===== config.mk =====
export PLATFORM = sky130hd
export DESIGN_NAME = vip_cfg_regbank
export DESIGN_NICKNAME = d
export VERILOG_FILES = /design/src/rtl/vip_cfg_pkg.sv /design/src/rtl/vip_cfg_bus.sv /design/src/rtl/vip_cfg_chan.sv /design/src/rtl/vip_cfg_regbank.sv
export SDC_FILE = /design/constraint.sdc
export NUM_CORES = 1
export LEC_CHECK = 0
export BUFFER_PORTS_ARGS = -buffer_cell sky130_fd_sc_hd__buf_2
export CAP_MARGIN = 5
export CORE_MARGIN = 10
export CORE_UTILIZATION = 30
export DETAILED_ROUTE_END_ITERATION = 6
export MAX_ROUTING_LAYER = met4
export PLACE_DENSITY = 0.6
export SLEW_MARGIN = 40
export SYNTH_ARGS = -nofsm -noshare
export SYNTH_HDL_FRONTEND = slang
export SYNTH_SLANG_ARGS = --single-unit
export TNS_END_PERCENT = 100

===== constraint.sdc =====
create_clock -name aclk -period 2 [get_ports aclk]
set_input_delay 0.2 -clock aclk [delete_from_list [all_inputs] [get_ports aclk]]
set_output_delay 0.2 -clock aclk [all_outputs]
set_load 0.05 [all_outputs]

===== src/rtl/vip_cfg_pkg.sv =====
package vip_cfg_pkg;

    localparam int REG_AW = 9;
    localparam int REG_DW = 32;

    localparam logic [REG_AW-1:0] OFS_CTRL = 9'h000;
    localparam logic [REG_AW-1:0] OFS_SRST = 9'h004;
    localparam logic [REG_AW-1:0] OFS_CSEL = 9'h030;
    localparam logic [REG_AW-1:0] OFS_VER  = 9'h03C;
    localparam logic [REG_AW-1:0] OFS_NCH  = 9'h0A0;
    localparam logic [REG_AW-1:0] OFS_EN   = 9'h100;
    localparam logic [REG_AW-1:0] OFS_MODE = 9'h110;
    localparam logic [REG_AW-1:0] OFS_PORT = 9'h114;
    localparam logic [REG_AW-1:0] OFS_SSRC = 9'h118;
    localparam logic [REG_AW-1:0] OFS_SIP  = 9'h11C;
    localparam logic [REG_AW-1:0] OFS_PKTS = 9'h160;

    typedef enum logic [1:0] {
        BUS_IDLE  = 2'd0,
        BUS_WRESP = 2'd1,
        BUS_RDATA = 2'd2
    } bus_state_e;

    typedef enum logic [2:0] {
        FLD_NONE = 3'd0,
        FLD_EN   = 3'd1,
        FLD_MODE = 3'd2,
        FLD_PORT = 3'd3,
        FLD_SSRC = 3'd4,
        FLD_SIP  = 3'd5
    } fld_e;

    typedef struct packed {
        logic        en;
        logic [1:0]  mode;
        logic [15:0] port;
        logic [31:0] ssrc;
        logic [31:0] sip;
    } chan_cfg_t;

    function automatic logic [31:0] merge_bytes(input logic [31:0] old_v,
                                                input logic [31:0] new_v,
                                                input logic [3:0]  strb);
        logic [31:0] r;
        for (int b = 0; b < 4; b++) begin
            r[b*8 +: 8] = strb[b] ? new_v[b*8 +: 8] : old_v[b*8 +: 8];
        end
        return r;
    endfunction

endpackage


===== src/rtl/vip_cfg_bus.sv =====
module vip_cfg_bus
    import vip_cfg_pkg::*;
#(
    parameter int AW = 9,
    parameter int DW = 32
) (
    input  logic          clk,
    input  logic          rst_n,
    input  logic [AW-1:0] awaddr,
    input  logic          awvalid,
    output logic          awready,
    input  logic [DW-1:0] wdata,
    input  logic [DW/8-1:0] wstrb,
    input  logic          wvalid,
    output logic          wready,
    output logic [1:0]    bresp,
    output logic          bvalid,
    input  logic          bready,
    input  logic [AW-1:0] araddr,
    input  logic          arvalid,
    output logic          arready,
    output logic [DW-1:0] rdata,
    output logic [1:0]    rresp,
    output logic          rvalid,
    input  logic          rready,
    output logic          wr_en,
    output logic [AW-1:0] wr_addr,
    output logic [DW-1:0] wr_data,
    output logic [DW/8-1:0] wr_strb,
    output logic          rd_en,
    output logic [AW-1:0] rd_addr,
    input  logic [DW-1:0] rd_data
);

    bus_state_e state_q, state_d;
    logic [DW-1:0] rdata_q;

    // state register
    always_ff @(posedge clk) begin
        if (!rst_n) state_q <= BUS_IDLE;
        else        state_q <= state_d;
    end

    // next state
    always_comb begin
        state_d = state_q;
        unique case (state_q)
            BUS_IDLE: begin
                if (awvalid && wvalid) state_d = BUS_WRESP;
                else if (arvalid)      state_d = BUS_RDATA;
            end
            BUS_WRESP: if (bready) state_d = BUS_IDLE;
            BUS_RDATA: if (rready) state_d = BUS_IDLE;
            default:   state_d = BUS_IDLE;
        endcase
    end

    // outputs
    always_comb begin
        awready = 1'b0;
        wready  = 1'b0;
        arready = 1'b0;
        bvalid  = 1'b0;
        rvalid  = 1'b0;
        unique case (state_q)
            BUS_IDLE: begin
                awready = awvalid && wvalid;
                wready  = awvalid && wvalid;
                arready = !(awvalid && wvalid);
            end
            BUS_WRESP: bvalid = 1'b1;
            BUS_RDATA: rvalid = 1'b1;
            default: ;
        endcase
    end

    assign bresp   = 2'b00;
    assign rresp   = 2'b00;
    assign wr_en   = awready;
    assign wr_addr = awaddr;
    assign wr_data = wdata;
    assign wr_strb = wstrb;
    assign rd_en   = arready && arvalid;
    assign rd_addr = araddr;
    assign rdata   = rdata_q;

    always_ff @(posedge clk) begin
        if (!rst_n)     rdata_q <= '0;
        else if (rd_en) rdata_q <= rd_data;
    end

    p_bvalid_hold_r2: assert property (@(posedge clk) disable iff (!rst_n)
        bvalid && !bready |=> bvalid);
    p_rvalid_hold_r2: assert property (@(posedge clk) disable iff (!rst_n)
        rvalid && !rready |=> rvalid && $stable(rdata));
    p_single_resp_r2: assert property (@(posedge clk) disable iff (!rst_n)
        !(bvalid && rvalid));

endmodule


===== src/rtl/vip_cfg_chan.sv =====
module vip_cfg_chan
    import vip_cfg_pkg::*;
(
    input  logic        clk,
    input  logic        rst_n,
    input  logic        clr,
    input  fld_e        wr_fld,
    input  logic [31:0] wdata,
    input  logic [3:0]  wstrb,
    input  logic        commit,
    output chan_cfg_t   staged,
    output chan_cfg_t   live
);

    chan_cfg_t stg_q, live_q;

    always_ff @(posedge clk) begin
        if (clr) begin
            stg_q <= '0;
        end else begin
            unique case (wr_fld)
                FLD_EN:   if (wstrb[0]) stg_q.en <= wdata[0];
                FLD_MODE: if (wstrb[0]) stg_q.mode <= wdata[1:0];
                FLD_PORT: stg_q.port <= merge_bytes({16'h0, stg_q.port}, wdata, wstrb) >> 0;
                FLD_SSRC: stg_q.ssrc <= merge_bytes(stg_q.ssrc, wdata, wstrb);
                FLD_SIP:  stg_q.sip  <= merge_bytes(stg_q.sip, wdata, wstrb);
                default: ;
            endcase
        end
    end

    always_ff @(posedge clk) begin
        if (clr)         live_q <= '0;
        else if (commit) live_q <= stg_q;
    end

    assign staged = stg_q;
    assign live   = live_q;

    p_copy_r5: assert property (@(posedge clk) disable iff (!rst_n)
        commit && !clr |=> live == $past(staged));
    p_hold_r5: assert property (@(posedge clk) disable iff (!rst_n)
        !commit && !clr |=> $stable(live));

endmodule


===== src/rtl/vip_cfg_regbank.sv =====
module vip_cfg_regbank
    import vip_cfg_pkg::*;
#(
    parameter int          NUM_CH  = 4,
    parameter logic [31:0] VERSION = 32'h0200_0000
) (
    input  logic                  aclk,
    input  logic                  aresetn,
    input  logic [8:0]            s_awaddr,
    input  logic                  s_awvalid,
    output logic                  s_awready,
    input  logic [31:0]           s_wdata,
    input  logic [3:0]            s_wstrb,
    input  logic                  s_wvalid,
    output logic                  s_wready,
    output logic [1:0]            s_bresp,
    output logic                  s_bvalid,
    input  logic                  s_bready,
    input  logic [8:0]            s_araddr,
    input  logic                  s_arvalid,
    output logic                  s_arready,
    output logic [31:0]           s_rdata,
    output logic [1:0]            s_rresp,
    output logic                  s_rvalid,
    input  logic                  s_rready,
    output logic                  soft_reset,
    output logic [NUM_CH-1:0]     act_en,
    output logic [2*NUM_CH-1:0]   act_mode,
    output logic [16*NUM_CH-1:0]  act_port,
    output logic [32*NUM_CH-1:0]  act_ssrc,
    output logic [32*NUM_CH-1:0]  act_srcip,
    input  logic [16*NUM_CH-1:0]  stat_pkts
);

    localparam int IDX_W = (NUM_CH > 1) ? $clog2(NUM_CH) : 1;
    localparam logic [10:0] NCH_VAL = 11'(NUM_CH);

    logic              wr_en, rd_en;
    logic [8:0]        wr_addr, rd_addr;
    logic [31:0]       wr_data, rd_data;
    logic [3:0]        wr_strb;

    logic              soft_q, commit_q, clr;
    logic [31:0]       csel_q;
    logic              sel_ok;
    logic [IDX_W-1:0]  sel_idx;
    fld_e              fld;
    fld_e              bank_fld [NUM_CH];
    chan_cfg_t         staged [NUM_CH];
    chan_cfg_t         live   [NUM_CH];

    vip_cfg_bus #(.AW(9), .DW(32)) u_bus (
        .clk(aclk), .rst_n(aresetn),
        .awaddr(s_awaddr), .awvalid(s_awvalid), .awready(s_awready),
        .wdata(s_wdata), .wstrb(s_wstrb), .wvalid(s_wvalid), .wready(s_wready),
        .bresp(s_bresp), .bvalid(s_bvalid), .bready(s_bready),
        .araddr(s_araddr), .arvalid(s_arvalid), .arready(s_arready),
        .rdata(s_rdata), .rresp(s_rresp), .rvalid(s_rvalid), .rready(s_rready),
        .wr_en(wr_en), .wr_addr(wr_addr), .wr_data(wr_data), .wr_strb(wr_strb),
        .rd_en(rd_en), .rd_addr(rd_addr), .rd_data(rd_data)
    );

    assign clr        = !aresetn || soft_q;
    assign soft_reset = soft_q;
    assign sel_ok     = (csel_q < 32'(NUM_CH));
    assign sel_idx    = csel_q[IDX_W-1:0];

    // soft reset bit: only the bus reset clears it
    always_ff @(posedge aclk) begin
        if (!aresetn)
            soft_q <= 1'b0;
        else if (wr_en && wr_addr == OFS_SRST && wr_strb[0])
            soft_q <= wr_data[0];
    end

    // global registers
    always_ff @(posedge aclk) begin
        if (clr) begin
            commit_q <= 1'b0;
            csel_q   <= '0;
        end else if (wr_en) begin
            if (wr_addr == OFS_CTRL && wr_strb[0]) commit_q <= wr_data[1];
            if (wr_addr == OFS_CSEL) csel_q <= merge_bytes(csel_q, wr_data, wr_strb);
        end
    end

    // window field decode
    always_comb begin
        unique case (wr_addr)
            OFS_EN:   fld = FLD_EN;
            OFS_MODE: fld = FLD_MODE;
            OFS_PORT: fld = FLD_PORT;
            OFS_SSRC: fld = FLD_SSRC;
            OFS_SIP:  fld = FLD_SIP;
            default:  fld = FLD_NONE;
        endcase
    end

    for (genvar c = 0; c < NUM_CH; c++) begin : g_chan
        assign bank_fld[c] = (wr_en && sel_ok && sel_idx == IDX_W'(c)) ? fld : FLD_NONE;

        vip_cfg_chan u_chan (
            .clk(aclk), .rst_n(aresetn), .clr(clr),
            .wr_fld(bank_fld[c]), .wdata(wr_data), .wstrb(wr_strb),
            .commit(commit_q), .staged(staged[c]), .live(live[c])
        );

        assign act_en[c]               = live[c].en;
        assign act_mode[2*c +: 2]      = live[c].mode;
        assign act_port[16*c +: 16]    = live[c].port;
        assign act_ssrc[32*c +: 32]    = live[c].ssrc;
        assign act_srcip[32*c +: 32]   = live[c].sip;

        p_other_chan_r9: assert property (@(posedge aclk) disable iff (!aresetn)
            wr_en && !clr && csel_q != 32'(c) |=> staged[c] == $past(staged[c]));
    end

    // read mux
    always_comb begin
        rd_data = '0;
        unique case (rd_addr)
            OFS_CTRL: rd_data = {30'h0, commit_q, 1'b0};
            OFS_SRST: rd_data = {31'h0, soft_q};
            OFS_CSEL: rd_data = csel_q;
            OFS_VER:  rd_data = VERSION;
            OFS_NCH:  rd_data = {21'h0, NCH_VAL};
            OFS_EN:   if (sel_ok) rd_data = {31'h0, staged[sel_idx].en};
            OFS_MODE: if (sel_ok) rd_data = {30'h0, staged[sel_idx].mode};
            OFS_PORT: if (sel_ok) rd_data = {16'h0, staged[sel_idx].port};
            OFS_SSRC: if (sel_ok) rd_data = staged[sel_idx].ssrc;
            OFS_SIP:  if (sel_ok) rd_data = staged[sel_idx].sip;
            OFS_PKTS: if (sel_ok) rd_data = {16'h0, stat_pkts[16*sel_idx +: 16]};
            default:  rd_data = '0;
        endcase
    end

    p_soft_clear_r7: assert property (@(posedge aclk) disable iff (!aresetn)
        soft_q |=> commit_q == 1'b0 && csel_q == 32'h0);
    p_version_r8: assert property (@(posedge aclk) disable iff (!aresetn)
        rd_en && rd_addr == OFS_VER |=> s_rdata == VERSION);

endmodule


==> reports/qor.csv <==
stage,metric,value,unit
cells_and_area,design area,40900,um2
cts,Num CTS Buffers,76,
floorplanning,core area,102000,um2
floorplanning,chip height,340,um
grt,vias in the first global route,24683,
timing,crit path time final,2.19,ns
logic_synthesis,Synthesis Warnings,0,
placement,DP HPWL,101,mm
cts,Root Driver,clkbuf_16,
route,routed length per instance,25.7,um
floorplanning,Rows,117,
logic_synthesis,"EDFF count, synth",0,
grt,global-route wire length before repair,185,mm
worst_setup_path,Crit-path slowest cell,nor4_4,
worst_setup_path,CP Capture Type,register,
worst_setup_path,crit path launch type,register,
logic_synthesis,"Seq/Total Area, Yosys",47.8,%
worst_setup_path,critical-path cell list,nor4_4 -> nand4_4 -> buf_8 -> buf_6 -> buf_6 -> nor4_4 -> buf_6 -> mux2i_2 -> nor2_1,
logic_synthesis,synth unique cells,62,
cts,insertion delay to the later sink of the worst-skew pair,0.65,ns
cells_and_area,"Core Util, Final",40.2,%
logic_synthesis,mean post-synth cell area,10.4,um2
timing,Slew @ Worst Pin,0.830,ns
logic_synthesis,#FFs+latches synth,732,
pwr,overall power,30.5,mW
logic_synthesis,cell count after synthesis,2953,
floorplanning,Die Footprint,115000,um2
route,Initial DRC Count,2386,
timing,Final Hold Fails,0,
timing,Max Fclk,0.457,GHz
hold_path,min-delay worst type,primary input to register,
route,drt pass-1 iters,5,
timing,max_slew headroom,44.7,%
worst_setup_path,most used cell along the critical path,buf_6,
grt,initial antenna violation count,25,
timing,Final period util,109,%
placement,DP Area,36900,um2
cts,clock-pin slew on the worst setup and hold paths,0.06,ns
route,Total Wirelength,131,mm
timing,clk_skew,0.0296,ns
timing,count of final max-slew check failures,0,
pwr,maximum VDD drop,0.504,mV
cts,CTS tree,yes,
worst_setup_path,critical path class,register to register,
worst_setup_path,largest fanout on the critical path,5,
cts,htree depth,3,
grt,remaining global-route overflow,0,
floorplanning,Ports,499,
route,"antenna viol nets, final",0,
route,residual DRC count,0,
pwr,power per cell area,747,nW/um2
outcome,status,finished with violations,
placement,PortBufs,494,
timing,final setup TNS,-38.28,ns
route,vias,26018,
floorplanning,DIE WIDTH,340,um
route,via/cell ratio,5.10,
timing,Finish-stage setup viols,364,
cells_and_area,Layout Area Growth over Synthesis,33.5,%
timing,fin worst setup slack,-0.186,ns
cts,clock buffer depth,3,
logic_synthesis,asr flop ratio synth,0,%
placement,GP Congestion,0.932,
grt,Tot GR Track Use,22.1,%
cts,CTS sink cnt,732,
worst_setup_path,Worst EP required,2.52,ns
logic_synthesis,Synth Cell Area,30600,um2
floorplanning,Starting Density,30.1,%
worst_setup_path,max incr delay on CP,0.36,ns
outcome,failing checks,negative setup slack,
worst_setup_path,data arrival time of the critical path,2.71,ns
job,# Max-Cap Violations,0,
cells_and_area,nets,3775,
pwr,leakage power,16.1,nW
grt,largest net degree at the start of global routing,74,
logic_synthesis,top_reg_cell synth,dfxtp_1,
timing,RSZ-0062 raised after global routing,yes,
cells_and_area,share of cells above drive strength 1,30.8,%
==> final timing paths <==
path                  startpoint                     endpoint  slack [ns]  depth (start not counted)
setup / recovery      csel_q[20]  g_chan[2].u_chan.staged[44]       -0.19                          9
hold / removal       s_araddr[6]               u_bus.rdata[2]        0.04                          4
setup reg to reg      csel_q[20]  g_chan[2].u_chan.staged[44]       -0.19                          9
hold reg to reg   u_bus.rdata[7]               u_bus.rdata[7]        0.46                          2
==> worst max-delay path: cells and delay by family (launching register included) <==
family | cells | cell delay (ns)
simple gates | 4 | 0.90
buf+inv | 4 | 0.62
flops | 1 | 0.34
mux | 1 | 0.20
==> flip-flops by register name, indices dropped and copies added, names as in the netlist <==
| name | flops |
|---|---|
| g_chan.u_chan.staged | 332 |
| u_bus.rdata | 32 |
| commit_q | 1 |
| soft_reset | 1 |
| u_bus.state_q | 2 |
| g_chan.u_chan.live | 332 |
| csel_q | 32 |
==> cell usage after synthesis, types with 7 or more instances <==
cell	count	area share, %
a21oi_1	67	1.1
o221ai_1	11	0.31
buf_1	42	0.51
and2_1	12	0.25
nor4_2	11	0.45
nor2b_1	9	0.18
nand3_1	105	1.7
nand4_1	42	0.86
nand2b_1	7	0.14
o211ai_1	19	0.47
nor2_1	486	6.0
mux4_2	97	7.1
buf_4	13	0.32
inv_1	16	0.20
a22oi_1	18	0.44
nand2_1	293	3.6
nand3_4	12	0.69
nor3_1	8	0.13
mux2i_1	651	21
o21ai_0	34	0.56
buf_2	34	0.56
nor4_4	18	1.3
clkbuf_1	134	1.6
dfxtp_1	732	48
==> cell type report <==
cell class	instances	area [um2]
well taps	1368	1710
fillers	9959	60700
clock buffers	116	2300
inverters	16	62.6
diodes	22	55.1
flip-flops and latches	732	14700
clock inverters	20	239
repair buffers	844	6510
multi-input cells	1980	15300
==> repair_timing <==
action	4_1_cts	5_1_grt
hold endpoints to repair	93	0
endpoints found under the setup margin	362	399
cloned	3	6
pin swaps	29	30
setup buffers	20	24
resized for setup	56	83
hold buffers	34	0
==> cell families (layout without fill, tap and decap cells) <==
kind of cell	after synthesis	in the layout	synth area share, %
flip-flops	732	732	47.8
other	1	26	0.0122
AND/OR/NAND/NOR	1047	1047	16.6
buffers and inverters	244	996	3.37
multiplexers	752	752	28.6
AO/OA/AOI/OAI	177	177	3.58
==> placed cells by master, fill, tap and decap left out, types with 17 or more instances in the layout <==
cell type,n
o21ai_1,23
mux4_2,97
buf_12,76
diode_2,22
buf_2,491
nand2_1,289
nor4_4,30
nand4_1,42
dlygate4sd3_1,34
clkbuf_16,86
mux2i_1,648
buf_6,33
a21oi_1,61
buf_4,193
clkbuf_1,20
nor2_1,484
a22oi_1,17
nand3_1,95
dfxtp_1,718
o211ai_1,19
==> power breakdown <==
group | internal (mW) | switching, mW | leakage [nW]
Combinational | 0.457 | 0.914 | 8.97
Sequential | 14.6 | 0.00230 | 5.90
Clock | 8.46 | 6.14 | 1.24
Total | 23.5 | 7.05 | 16.1
==> per-stage QoR <==
| stage | std cells | setup slack (ns) | hold slack (ns) |
|---|---|---|---|
| after floorplan | 2956 | -0.144 | 0.340 |
| after global placement | 4856 | -0.516 | 0.440 |
| after detailed placement | 4856 | -0.592 | 0.445 |
| after CTS | 5047 | -0.179 | 0.00458 |
| after global routing | 5098 | -0.275 | 0.0219 |
| final | 5098 | -0.186 | 0.0401 |
==> metal layers <==
metal	wire length, um	track usage (%)
met1	56700	28.9
met2	57900	33.0
met3	12300	6.25
met4	4030	6.62
met5	0	-
Note: power is estimated with default switching activity, not from simulation.
